File: config.mk
export PLATFORM = sky130hd
export DESIGN_NAME = sqpk_carrier_est
export DESIGN_NICKNAME = d
export VERILOG_FILES = /design/src/rtl/sqpk_pkg.sv /design/src/rtl/sqpk_power.sv /design/src/rtl/sqpk_search.sv /design/src/rtl/sqpk_scale.sv /design/src/rtl/sqpk_carrier_est.sv
export SDC_FILE = /design/constraint.sdc
export NUM_CORES = 1
export LEC_CHECK = 0
export ABC_AREA = 1
export BUFFER_PORTS_ARGS = -buffer_cell sky130_fd_sc_hd__buf_2
export CAP_MARGIN = 10
export CORE_AREA = 2 2 143 145
export DETAILED_ROUTE_END_ITERATION = 12
export DIE_AREA = 0 0 145 147
export PLACE_DENSITY = 0.79
export SLEW_MARGIN = 20
export SYNTH_ARGS = -nofsm -noshare
export SYNTH_HDL_FRONTEND = slang
export SYNTH_SLANG_ARGS = --single-unit
File: constraint.sdc
create_clock -name clk -period 3.7 [get_ports clk]
set_input_delay 0.37 -clock clk [delete_from_list [all_inputs] [get_ports clk]]
set_output_delay 0.37 -clock clk [all_outputs]
set_load 0.05 [all_outputs]
File: src/rtl/sqpk_pkg.sv
package sqpk_pkg;

   // Policy for equal-power candidates
   typedef enum logic {
      TIE_KEEP_LOW  = 1'b0,
      TIE_KEEP_HIGH = 1'b1
   } tie_e;

   function automatic bit is_pow2(input int n);
      return (n > 0) && ((n & (n - 1)) == 0);
   endfunction

endpackage

File: src/rtl/sqpk_power.sv
// One register stage: bin power plus the aligned index and flags
module sqpk_power #(
   parameter int DATA_W = 8,
   parameter int IDX_W  = 10,
   localparam int PROD_W = 2 * DATA_W,
   localparam int POW_W  = 2 * DATA_W + 1
) (
   input  logic                     clk,
   input  logic                     rst_n,
   input  logic                     in_valid,
   input  logic                     in_sof,
   input  logic [IDX_W-1:0]         in_idx,
   input  logic signed [DATA_W-1:0] in_re,
   input  logic signed [DATA_W-1:0] in_im,
   output logic                     pw_valid,
   output logic                     pw_sof,
   output logic [IDX_W-1:0]         pw_idx,
   output logic [POW_W-1:0]         pw_pow
);

   logic signed [PROD_W-1:0] re_ext, im_ext;
   logic signed [PROD_W-1:0] re_sq, im_sq;
   logic [POW_W-1:0]         pow_next;

   always_comb begin
      re_ext   = PROD_W'(in_re);
      im_ext   = PROD_W'(in_im);
      re_sq    = re_ext * re_ext;
      im_sq    = im_ext * im_ext;
      pow_next = {1'b0, re_sq} + {1'b0, im_sq};
   end

   always_ff @(posedge clk or negedge rst_n) begin
      if (!rst_n) begin
         pw_valid <= 1'b0;
         pw_sof   <= 1'b0;
         pw_idx   <= '0;
         pw_pow   <= '0;
      end else begin
         pw_valid <= in_valid;
         pw_sof   <= in_sof & in_valid;
         if (in_valid) begin
            pw_idx <= in_idx;
            pw_pow <= pow_next;
         end
      end
   end

endmodule

File: src/rtl/sqpk_search.sv
// Running maximum over the candidate bins 1 .. NPTS/2-1
module sqpk_search
   import sqpk_pkg::*;
#(
   parameter int   POW_W      = 17,
   parameter int   NPTS       = 1024,
   parameter tie_e TIE_POLICY = TIE_KEEP_LOW,
   localparam int  IDX_W      = $clog2(NPTS)
) (
   input  logic             clk,
   input  logic             rst_n,
   input  logic             pw_valid,
   input  logic             pw_sof,
   input  logic [IDX_W-1:0] pw_idx,
   input  logic [POW_W-1:0] pw_pow,
   output logic             frame_end,
   output logic [IDX_W-1:0] best_idx
);

   localparam logic [IDX_W-1:0] HALF_IDX = IDX_W'(NPTS / 2);
   localparam logic [IDX_W-1:0] LAST_IDX = IDX_W'(NPTS - 1);
   localparam logic [IDX_W-1:0] FIRST_C  = IDX_W'(1);

   logic             armed;
   logic [POW_W-1:0] best_pow;
   logic             is_start, is_cand, beats;

   generate
      if (TIE_POLICY == TIE_KEEP_LOW) begin : g_tie_low
         assign beats = pw_pow > best_pow;
      end else begin : g_tie_high
         assign beats = pw_pow >= best_pow;
      end
   endgenerate

   always_comb begin
      is_start  = pw_valid && pw_sof && (pw_idx == '0);
      is_cand   = pw_valid && armed && (pw_idx != '0) && (pw_idx < HALF_IDX);
      frame_end = pw_valid && armed && (pw_idx == LAST_IDX);
   end

   always_ff @(posedge clk or negedge rst_n) begin
      if (!rst_n) begin
         armed    <= 1'b0;
         best_pow <= '0;
         best_idx <= '0;
      end else if (is_start) begin
         armed    <= 1'b1;
         best_pow <= '0;
         best_idx <= '0;
      end else begin
         if (is_cand && ((pw_idx == FIRST_C) || beats)) begin
            best_pow <= pw_pow;
            best_idx <= pw_idx;
         end
         if (frame_end) begin
            armed <= 1'b0;
         end
      end
   end

endmodule

File: src/rtl/sqpk_scale.sv
// Result register: peak index and halved fixed-point frequency
module sqpk_scale #(
   parameter int          IDX_W     = 10,
   parameter int          RES_W     = 16,
   parameter int unsigned RES_CONST = 9766,
   localparam int         PROD_W    = IDX_W + RES_W,
   localparam int         EST_W     = IDX_W + RES_W - 1
) (
   input  logic             clk,
   input  logic             rst_n,
   input  logic             frame_end,
   input  logic [IDX_W-1:0] best_idx,
   output logic             est_done,
   output logic [IDX_W-1:0] peak_idx,
   output logic [EST_W-1:0] carrier_est
);

   localparam logic [PROD_W-1:0] RES_EXT = PROD_W'(RES_CONST);

   logic [PROD_W-1:0] prod;

   always_comb begin
      prod = PROD_W'(best_idx) * RES_EXT;
   end

   always_ff @(posedge clk or negedge rst_n) begin
      if (!rst_n) begin
         est_done    <= 1'b0;
         peak_idx    <= '0;
         carrier_est <= '0;
      end else begin
         est_done <= frame_end;
         if (frame_end) begin
            peak_idx    <= best_idx;
            carrier_est <= prod[PROD_W-1:1];
         end
      end
   end

endmodule

File: src/rtl/sqpk_carrier_est.sv
module sqpk_carrier_est
   import sqpk_pkg::*;
#(
   parameter int          DATA_W     = 8,
   parameter int          NPTS       = 1024,
   parameter int          RES_W      = 16,
   parameter int unsigned RES_CONST  = 9766,
   parameter tie_e        TIE_POLICY = TIE_KEEP_LOW,
   localparam int         IDX_W      = $clog2(NPTS),
   localparam int         POW_W      = 2 * DATA_W + 1,
   localparam int         EST_W      = IDX_W + RES_W - 1
) (
   input  logic                     clk,
   input  logic                     rst_n,
   input  logic                     bin_valid,
   input  logic                     bin_sof,
   input  logic [IDX_W-1:0]         bin_idx,
   input  logic signed [DATA_W-1:0] bin_re,
   input  logic signed [DATA_W-1:0] bin_im,
   output logic                     est_done,
   output logic [IDX_W-1:0]         peak_idx,
   output logic [EST_W-1:0]         carrier_est
);

   generate
      if (!is_pow2(NPTS) || NPTS < 8) begin : g_bad_npts
         $error("sqpk_carrier_est: NPTS must be a power of two, at least 8");
      end
      if (DATA_W < 2) begin : g_bad_data
         $error("sqpk_carrier_est: DATA_W must be at least 2");
      end
      if (RES_W < 1 || RES_W > 31 || RES_CONST == 0 || RES_CONST >= (32'd1 << RES_W)) begin : g_bad_res
         $error("sqpk_carrier_est: RES_CONST must be nonzero and fit in RES_W bits");
      end
   endgenerate

   logic             pw_valid, pw_sof, frame_end;
   logic [IDX_W-1:0] pw_idx, best_idx;
   logic [POW_W-1:0] pw_pow;

   sqpk_power #(.DATA_W(DATA_W), .IDX_W(IDX_W)) u_power (
      .clk      (clk),
      .rst_n    (rst_n),
      .in_valid (bin_valid),
      .in_sof   (bin_sof),
      .in_idx   (bin_idx),
      .in_re    (bin_re),
      .in_im    (bin_im),
      .pw_valid (pw_valid),
      .pw_sof   (pw_sof),
      .pw_idx   (pw_idx),
      .pw_pow   (pw_pow)
   );

   sqpk_search #(.POW_W(POW_W), .NPTS(NPTS), .TIE_POLICY(TIE_POLICY)) u_search (
      .clk       (clk),
      .rst_n     (rst_n),
      .pw_valid  (pw_valid),
      .pw_sof    (pw_sof),
      .pw_idx    (pw_idx),
      .pw_pow    (pw_pow),
      .frame_end (frame_end),
      .best_idx  (best_idx)
   );

   sqpk_scale #(.IDX_W(IDX_W), .RES_W(RES_W), .RES_CONST(RES_CONST)) u_scale (
      .clk         (clk),
      .rst_n       (rst_n),
      .frame_end   (frame_end),
      .best_idx    (best_idx),
      .est_done    (est_done),
      .peak_idx    (peak_idx),
      .carrier_est (carrier_est)
   );

endmodule

# [After elaboration in Yosys (flattened, before gate mapping)]
# Index checks and enable logic that the tools add are counted.
[word_totals] regBits=91 latch_bits=0 mem_bits_rw=0 mem_bits_ro=0 output_inout_bits=36 memories=0
[classes] n_addsub=1 multipliers=3 n_div=0 magnitude_cmp=2 n_eq_ne=2 n_shift=0 muxes=6 bitwise_logic=1 n_reduce_logical=12
[ops] cell="$mux W17" count=2
[ops] cell="$mul A8 B8 Y16" count=2
[ops] cell="$mul A10 B13 Y23 const B" count=1
[ops] cell="$mux W10" count=2
[ops] cell="$add A16 B16 Y17" count=1
[ops] cell="$gt A17 B17 Y1" count=1
[ops] cell="$eq A10 B1 Y1 const B" count=1
[ops] cell="$eq A10 B10 Y1 const B" count=1
[ops] cell="$logic_not A10 Y1" count=1
[ops] cell="$lt A10 B10 Y1 const B" count=1
[ops] cell="$reduce_bool A10 Y1" count=1
[ops] cell="$logic_and A1 B1 Y1" count=7
[ops] cell="$reduce_bool A2 Y1" count=2
[ops] cell="$mux W1" count=2
[ops] cell="$and A1 B1 Y1" count=1
[ops] cell="$logic_or A1 B1 Y1" count=1

# [Logic depth before layout (Yosys ltp)]
# Gate-level depths: netlist of run 1.
[logic_depth] ltp_word=6 ltp_mapped=33 depth_no_buf=32

# [Cells and area by module]
# A second synthesis of run 1 with hierarchy kept.
[hier_totals] hier_cells=1574 hier_area_um2=11718.7
[by_module_without_submodules] mod="sqpk_power" n_inst=1 cells_per_inst=899 area_each_um2=6498.7 seq_area_each_um2=725.7
[by_module_without_submodules] mod="sqpk_scale" n_inst=1 cells_per_inst=462 area_each_um2=3513.4 seq_area_each_um2=825.8
[by_module_without_submodules] mod="sqpk_search" n_inst=1 cells_per_inst=213 area_each_um2=1706.6 seq_area_each_um2=700.7

# [Worst setup path before layout of run 1]
# OpenSTA, ideal clock, no wires.
[synth_path] path_type="input to register" from="input bin_im[2]" to="register u_power.pw_pow[15]" setup_ns=0.118 arrival_ns=5.050 path_slack_ns=-1.468 cell_stages=23 path_buffers=1 path_cell_list="clkbuf_1 nand2_1 fa_1 inv_1 fa_1 inv_1 fa_1 fa_1 inv_1 ha_1 inv_1 nor4_1 o21ai_0 nand4_1 xor2_1 ha_1 inv_1 nor3_1 o211ai_1 nand2_1 nand2_1 nand3_1 nand2_1"
[synth_via] elab_chain_cells=2
[synth_lines] element="start, declared" line="sqpk_carrier_est.sv:19" text="input logic signed [DATA_W-1:0] bin_im,"
[synth_lines] element="$mul A8 B8 Y16" line="sqpk_power.sv:29" text="im_sq = im_ext * im_ext;"
[synth_lines] element="$add A16 B16 Y17" line="sqpk_power.sv:30" text="pow_next = {1'b0, re_sq} + {1'b0, im_sq};"
[synth_lines] element="end signal, assigned" line="sqpk_power.sv:44" text="pw_pow <= pow_next;"
[synth_lines] element="end, declared" line="sqpk_power.sv:18" text="output logic [POW_W-1:0] pw_pow"
# No other way between the ends.
# A chain may end at the register's enable or synchronous reset.

# [Final worst setup path of run 1]
[layout_path] from="input bin_im[6]" to="register u_power.pw_pow[15]"
# The elaborated chain is that of the path after synthesis.

==> metrics.md, run 1 <==
| Metric | Value |
|---|---|
| CTS tree | `yes` |
| Share of the synthesized area in the top cell type | `19.93%` |
| Synth top area cells | `dfrtp_1 (20%), fa_1 (18%), ha_1 (18%)` |
| Worst relative slew slack | `46.47%` |
| Fin cells | `1,963` |
| H-tree Lvls | `3` |
| Vias per cell | `5.445` |
| CTS Buf Count | `9` |
| Tmin final | `approximately 4.7 ns` |
| Most common cell after layout, fill and taps aside | `nand2_1` |
| Largest net degree at the start of global routing | `79` |
| Worst reg2reg path endpoint | `u_scale.carrier_est[18]$_DFFE_PN0P_` |
| Share of layout cells above drive strength 1 | `35.62%` |
| Final setup vio count | `24` |
| Most frequent cells in the layout | `nand2_1 (272), inv_1 (254), buf_4 (157)` |
| First-pass GRT wire length | `about 51 mm` |
| Row cnt | `52` |
| Final setup margin | `-1.036 ns` |
| Run status | `complete, but fails checks` |
| Via Count | `between 10,000 and 15,000` |
| GPL Wtd Cong | `~0.97` |
| Cells after Synth | `around 1,500` |
| DP Wirelength | `22.93 mm` |
| CTS Buffer Depth | `2` |
| Final Max Slew Viols | `0` |
| HP Start | `bin_idx[8]` |
| Die Height | `147 um` |
| Final setup TNS | `-8.813 ns` |
| RR Startpoint | `u_search.best_idx[5]$_DFFE_PN0P_` |
| Slowest CP cell | `fa_1` |
| Worst Hold Path EP | `u_power.pw_idx[8]$_DFFE_PN0P_` |
| CORE AREA | `~0.020 sq mm` |
| #FFs+latches synth | `90` |
| Seq/Total Area, Yosys | `between 10% and 20%` |
| Die Wd | `145 um` |
| Syn. warnings | `0` |
| Clk sinks | `90` |
| CP Class | `in -> reg` |
| I/O Buffers | `63` |
| Synth Area per Inst | `7.734 sq um` |
| CP Launch Type | `input port` |
| Final Cycle Share | `128.0%` |
| Top Ports | `between 60 and 70` |
| Fin nets | `roughly 2,000` |
| WL final | `between 30 and 40 mm` |
| Clock root buffer | `clkbuf_16` |
| Synth area leader | `dfrtp_1` |
| Cell Area, Synth | `0.01130 sq mm` |
| HP Class | `in -> reg` |
| Clock latency at the later pin of the worst-skew pair | `approximately 0.35 ns` |
| Setup Skew | `0.01276 ns` |
| Actual slew at the worst max-slew pin | `0.8011 ns` |
| CP max FO | `8` |
| Library cells used by synthesis | `39` |
| RSZ-0062 raised after global routing | `true` |
| Hold path depth | `3` |
| Layout area overhead | `39.01%` |
| Number of hold violations in the final report | `0` |
| ANT cells | `0` |
| Length in cells of the worst reg-to-reg path | `21` |
| Total track usage | `between 20 and 30%` |
| Pre-antenna DRT Iters | `5` |
| Reg2reg setup slack | `-0.18 ns` |
| CP required | `~4 ns` |
| Cell mode on critical path | `fa_1` |
| CP max stage delay | `0.56 ns` |
| Crit path cell chain | `buf_12, nand2_8, fa_1, inv_1, fa_1, fa_1, inv_2, fa_1, inv_2, ha_4, buf_6, inv_1, nor4_4, nand3_1, nand4_1, xor2_1, ha_1, a21oi_1, nand2_1, a21oi_2, nand3b_1, nand3_1, nand2_1` |
| 1st-iter DRT viols | `about 640` |
| # fillers | `1,175` |
| Worst Path Arrival | `4.97 ns` |
| Clock Pin Slew Worst Setup and Hold Paths | `0.07 ns` |
| Worst setup path start | `bin_im[6]` |
| Antenna-violating nets left | `0` |
| Crit. End Element | `flip-flop` |
| Initial Util | `56.94%` |
| F_max | `211.2 MHz` |
| DP Cell Count | `1,919` |
| Maxcap violations | `0` |
| Die area | `0.02132 sq mm` |
| Vias in the first global route | `10,980` |
| Initial antenna violation count | `0` |
| Drc violations | `0` |
| DR WL/cell | `17.16 um` |
| Remaining Overflow, GRT | `0` |
| Failing checks | `negative setup slack` |
==> final cells by class <==
cell class                      count  area (sq um)  area share, %
Clock buffer                       10         229.0          1.458
Multi-Input combinational cell    999          9425          60.00
Tap cell                          270         337.8          2.151
Sequential cell                    90          2252          14.34
Inverter                          337          1310          8.340
Timing Repair Buffer              251          2105          13.40
Clock inverter                      6         48.80         0.3107
==> worst max-delay path, delay by kind of cell <==
kind | cells | cell delay [ns]
adder cells (fa/ha/maj) | 6 | 2.69
AO/OA/AOI/OAI | 2 | 0.41
buffers and inverters | 6 | 0.42
XOR/XNOR | 1 | 0.16
AND/OR/NAND/NOR | 8 | 0.91
==> metal layers <==
metal,track usage [%],vias up,part of all wire [%]
met1,33.75,5184,37
met2,55.64,380,52
met5,0,-,0
met4,14.31,0,6.1
li1,-,4977,-
met3,2.640,147,4.2
==> worst max-delay path by stage <==
| stage | endpoint | slack [ns] | depth (start not counted) |
|---|---|---|---|
| 3_3_place_gp | u_power.pw_pow[15]$_DFFE_PN0P_ | -1.36 | 22 |
| 2_1_floorplan | u_power.pw_pow[15]$_DFFE_PN0P_ | -0.94 | 26 |
| 5_1_grt | u_power.pw_pow[15]$_DFFE_PN0P_ | -1.26 | 24 |
| 3_5_place_dp | u_power.pw_pow[13]$_DFFE_PN0P_ | -1.46 | 23 |
| 4_1_cts | u_power.pw_pow[16]$_DFFE_PN0P_ | -0.83 | 22 |
| 6_report | u_power.pw_pow[15]$_DFFE_PN0P_ | -1.04 | 23 |
==> flip-flops by register name, indices dropped and copies added (netlist names) <==
name                 cells
u_scale.peak_idx        10
u_search.best_pow       17
u_search.armed           1
u_power.pw_sof           1
u_power.pw_idx          10
u_power.pw_valid         1
u_scale.est_done         1
u_search.best_idx       10
u_scale.carrier_est     22
u_power.pw_pow          17
==> synthesized netlist by cell type, drive strengths merged <==
cell type  number
a211oi          2
a21o            4
a21oi          54
a221oi          1
a31oi           7
buf            11
clkbuf         25
conb            1
dfrtp          90
fa            103
ha            160
inv           337
mux2i           1
nand2         340
nand3          83
nand3b          3
nand4          18
nor2           67
nor3           12
nor4            6
o2111ai         1
o211ai          4
o21a            2
o21ai          61
o21bai         11
or2             5
xnor2          19
xor2           33
==> stage by stage <==
step | instance area, sq um | setup slack (ns) | util (%) | hold WS (ns)
finish | 15710 | -1.036 | 79.16 | 0.2352
global route | 15710 | -1.264 | 79.16 | 0.2502
CTS | 14850 | -0.8339 | 74.84 | 0.2308
detailed placement | 13600 | -1.464 | 68.54 | 0.4597
global placement | 13600 | -1.356 | 68.54 | 0.4523
floorplan | 12150 | -0.9366 | - | 0.07441
==> what timing repair did <==
item                                    4_1_cts  5_1_grt
endpoints found under the hold margin         0       19
cloned                                        1        1
endpoints found under the setup margin       25       25
gates resized for setup                     212      142
hold buffers                                  0        1
pin swaps                                    98      110
setup buffers                                10       19
==> cells by family (layout without fill, tap and decap cells) <==
group                    count (synthesis)  in the layout  share of synthesized area, %
adder cells (fa/ha/maj)                263            263                         35.97
AO/OA/AOI/OAI                          147            147                         7.297
AND/OR/NAND/NOR                        534            534                         19.90
flip-flops                              90             90                         19.93
other                                    1              2                       0.03319
XOR/XNOR                                52             52                         4.031
buffers and inverters                  373            604                         12.76
multiplexers                             1              1                       0.08859
Power of run 1 is not shown: default switching activity piles up to over one toggle a cycle in this logic, so the estimate is an artifact.
==> inputs of run 2 (changes only) <==
- CORE_AREA: 2 2 143 145 -> 2 2 174 176
- DIE_AREA: 0 0 145 147 -> 0 0 176 178
- PLACE_DENSITY: 0.79 -> default
- SETUP_SLACK_MARGIN: default -> 0.1
==> metrics.md, run 2 (synthesis gave the netlist of run 1 again) <==
| Metric | Value |
|---|---|
| Antenna-violating nets left | `0` |
| GPL Wtd Cong | `0.8920` |
| Final setup vio count | `17` |
| Initial Util | `38.43%` |
| CP Class | `in -> reg` |
| Final instance area | `0.01603 sq mm` |
| Maxcap violations | `0` |
| Actual slew at the worst max-slew pin | `between 0.8 and 0.9 ns` |
| Fin nets | `between 2,000 and 2,500` |
| CP Buf/Inv Count | `8` |
| Area after DPL | `about 0.014 sq mm` |
| HP Class | `in -> async` |
| Pre-CTS setup slack | `-1.492 ns` |
| Pre-antenna DRT Iters | `5` |
| Number of hold violations in the final report | `0` |
| Largest Register | `u_scale.carrier_est` |
| Cell family with most CP delay | `adder cells` |
| Vias in the first global route | `10,550` |
| Final setup TNS | `-6.559 ns` |
| Clock latency at the later pin of the worst-skew pair | `0.36 ns` |
| Share of layout cells above drive strength 1 | `36.45%` |
| Worst Path Arrival | `4.84 ns` |
| ANT cells | `0` |
| Die Height | `~180 um` |
| Register area | `0.002253 sq mm` |
| CP max stage delay | `0.56 ns` |
| Layout area overhead | `41.83%` |
| Largest net degree at the start of global routing | `68` |
| Crit. End Element | `flip-flop` |
| Drc violations | `0` |
| Die Wd | `176 um` |
| F_max | `217.8 MHz` |
| Fin cells | `2,110` |
| Clock Pin Slew Worst Setup and Hold Paths | `0.07 ns` |
| Final setup margin | `-0.8914 ns` |
| Most common cell after layout, fill and taps aside | `nand2_1` |
| # fillers | `2,693` |
| CP required | `3.95 ns` |
| I/O Buffers | `63` |
| CP Launch Type | `input port` |
| Via Count | `between 9,000 and 10,000` |
| CP max FO | `11` |
| Slowest CP cell | `fa_1` |
| Final Max Slew Viols | `0` |
| H-tree Lvls | `3` |
| DR WL/cell | `13.60 um` |
| Top Ports | `66` |
| WL final | `28.70 mm` |
| Vias per cell | `roughly 4.7` |
| DP Wirelength | `22.68 mm` |
| Tmin final | `4.591 ns` |
| RSZ-0062 raised after global routing | `true` |
| CTS Buffer Depth | `2` |
| Multi-input logic area | `about 0.0094 sq mm` |
| 1st-iter DRT viols | `433` |
| DP Cell Count | `2,058` |
| Cell mode on critical path | `nand2_1` |
| Top Registers | `u_scale.carrier_est x22, u_power.pw_pow x17, u_search.best_pow x17` |
| Die area | `0.03133 sq mm` |
| Remaining Overflow, GRT | `0` |
| CTS tree | `yes` |
| Cts hold-fix bufs | `0` |
| Total track usage | `19.19%` |
| CTS Buf Count | `9` |
| Worst relative slew slack | `a little over two fifths` |
| Final Cycle Share | `124.1%` |
| CORE AREA | `0.02940 sq mm` |
| Most frequent cells in the layout | `nand2_1 (273), inv_1 (256), buf_4 (184)` |
| Initial antenna violation count | `0` |
| Max reg flops | `22` |
| Clk sinks | `90` |
| Failing checks | `negative setup slack` |
| First-pass GRT wire length | `49.02 mm` |
| Setup Skew | `0.01371 ns` |
| Clock root buffer | `clkbuf_16` |
| Run status | `complete, but fails checks` |
| Row cnt | `between 60 and 70` |
==> run 2: worst paths after layout <==
kind                                                  start                                  end  slack, ns  depth (start not counted)
max in group asynchronous                             rst_n  u_scale.carrier_est[15]$_DFFE_PN0P_       2.74                          2
max reg2reg                u_search.best_idx[8]$_DFFE_PN0P_  u_scale.carrier_est[15]$_DFFE_PN0P_      -0.06                         18
max                                               bin_re[7]       u_power.pw_pow[15]$_DFFE_PN0P_      -0.89                         25
min in group clk                                    bin_sof             u_power.pw_sof$_DFF_PN0_       0.21                          3
min                                                   rst_n      u_scale.peak_idx[5]$_DFFE_PN0P_       0.13                          1
min reg2reg                 u_scale.peak_idx[7]$_DFFE_PN0P_      u_scale.peak_idx[7]$_DFFE_PN0P_       0.47                          2
==> run 2: through the flow <==
| step | hold slack, ns | util, % |
|---|---|---|
| 6_report | 0.1288 | 54.51 |
| 5_1_grt | 0.1905 | 54.51 |
| 4_1_cts | 0.1557 | 52.32 |
| 3_5_place_dp | 0.4617 | 47.43 |
| 3_3_place_gp | 0.4579 | 47.43 |
| 2_1_floorplan | 0.07441 | - |
==> run 2: layout make-up <==
cell class | count | share of cell area (%)
inverters | 337 | 8.205
flip-flops and latches | 90 | 14.06
repair buffers | 278 | 14.08
clock inverters | 5 | 0.5387
clock buffers | 11 | 1.452
well taps | 390 | 3.045
multi-input cells | 999 | 58.62
==> run 2: timing repair <==
| item | CTS | global route |
|---|---|---|
| resized for setup | 216 | 130 |
| gates cloned | 1 | 0 |
| pin swaps | 118 | 101 |
| setup buffers | 23 | 13 |
| setup endpoints to repair | 24 | 27 |
==> run 2: metal layers <==
metal | vias up | wire (um) | share of wire [%] | global-route usage (%)
met4 | 0 | 598 | 2.1 | 4.545
li1 | 5018 | - | - | -
met2 | 103 | 15660 | 55 | 37.45
met1 | 4834 | 11900 | 41 | 22.41
met3 | 41 | 539 | 1.9 | 2.003
met5 | - | 0 | 0 | 0
Power of run 2 is left out for the same reason.
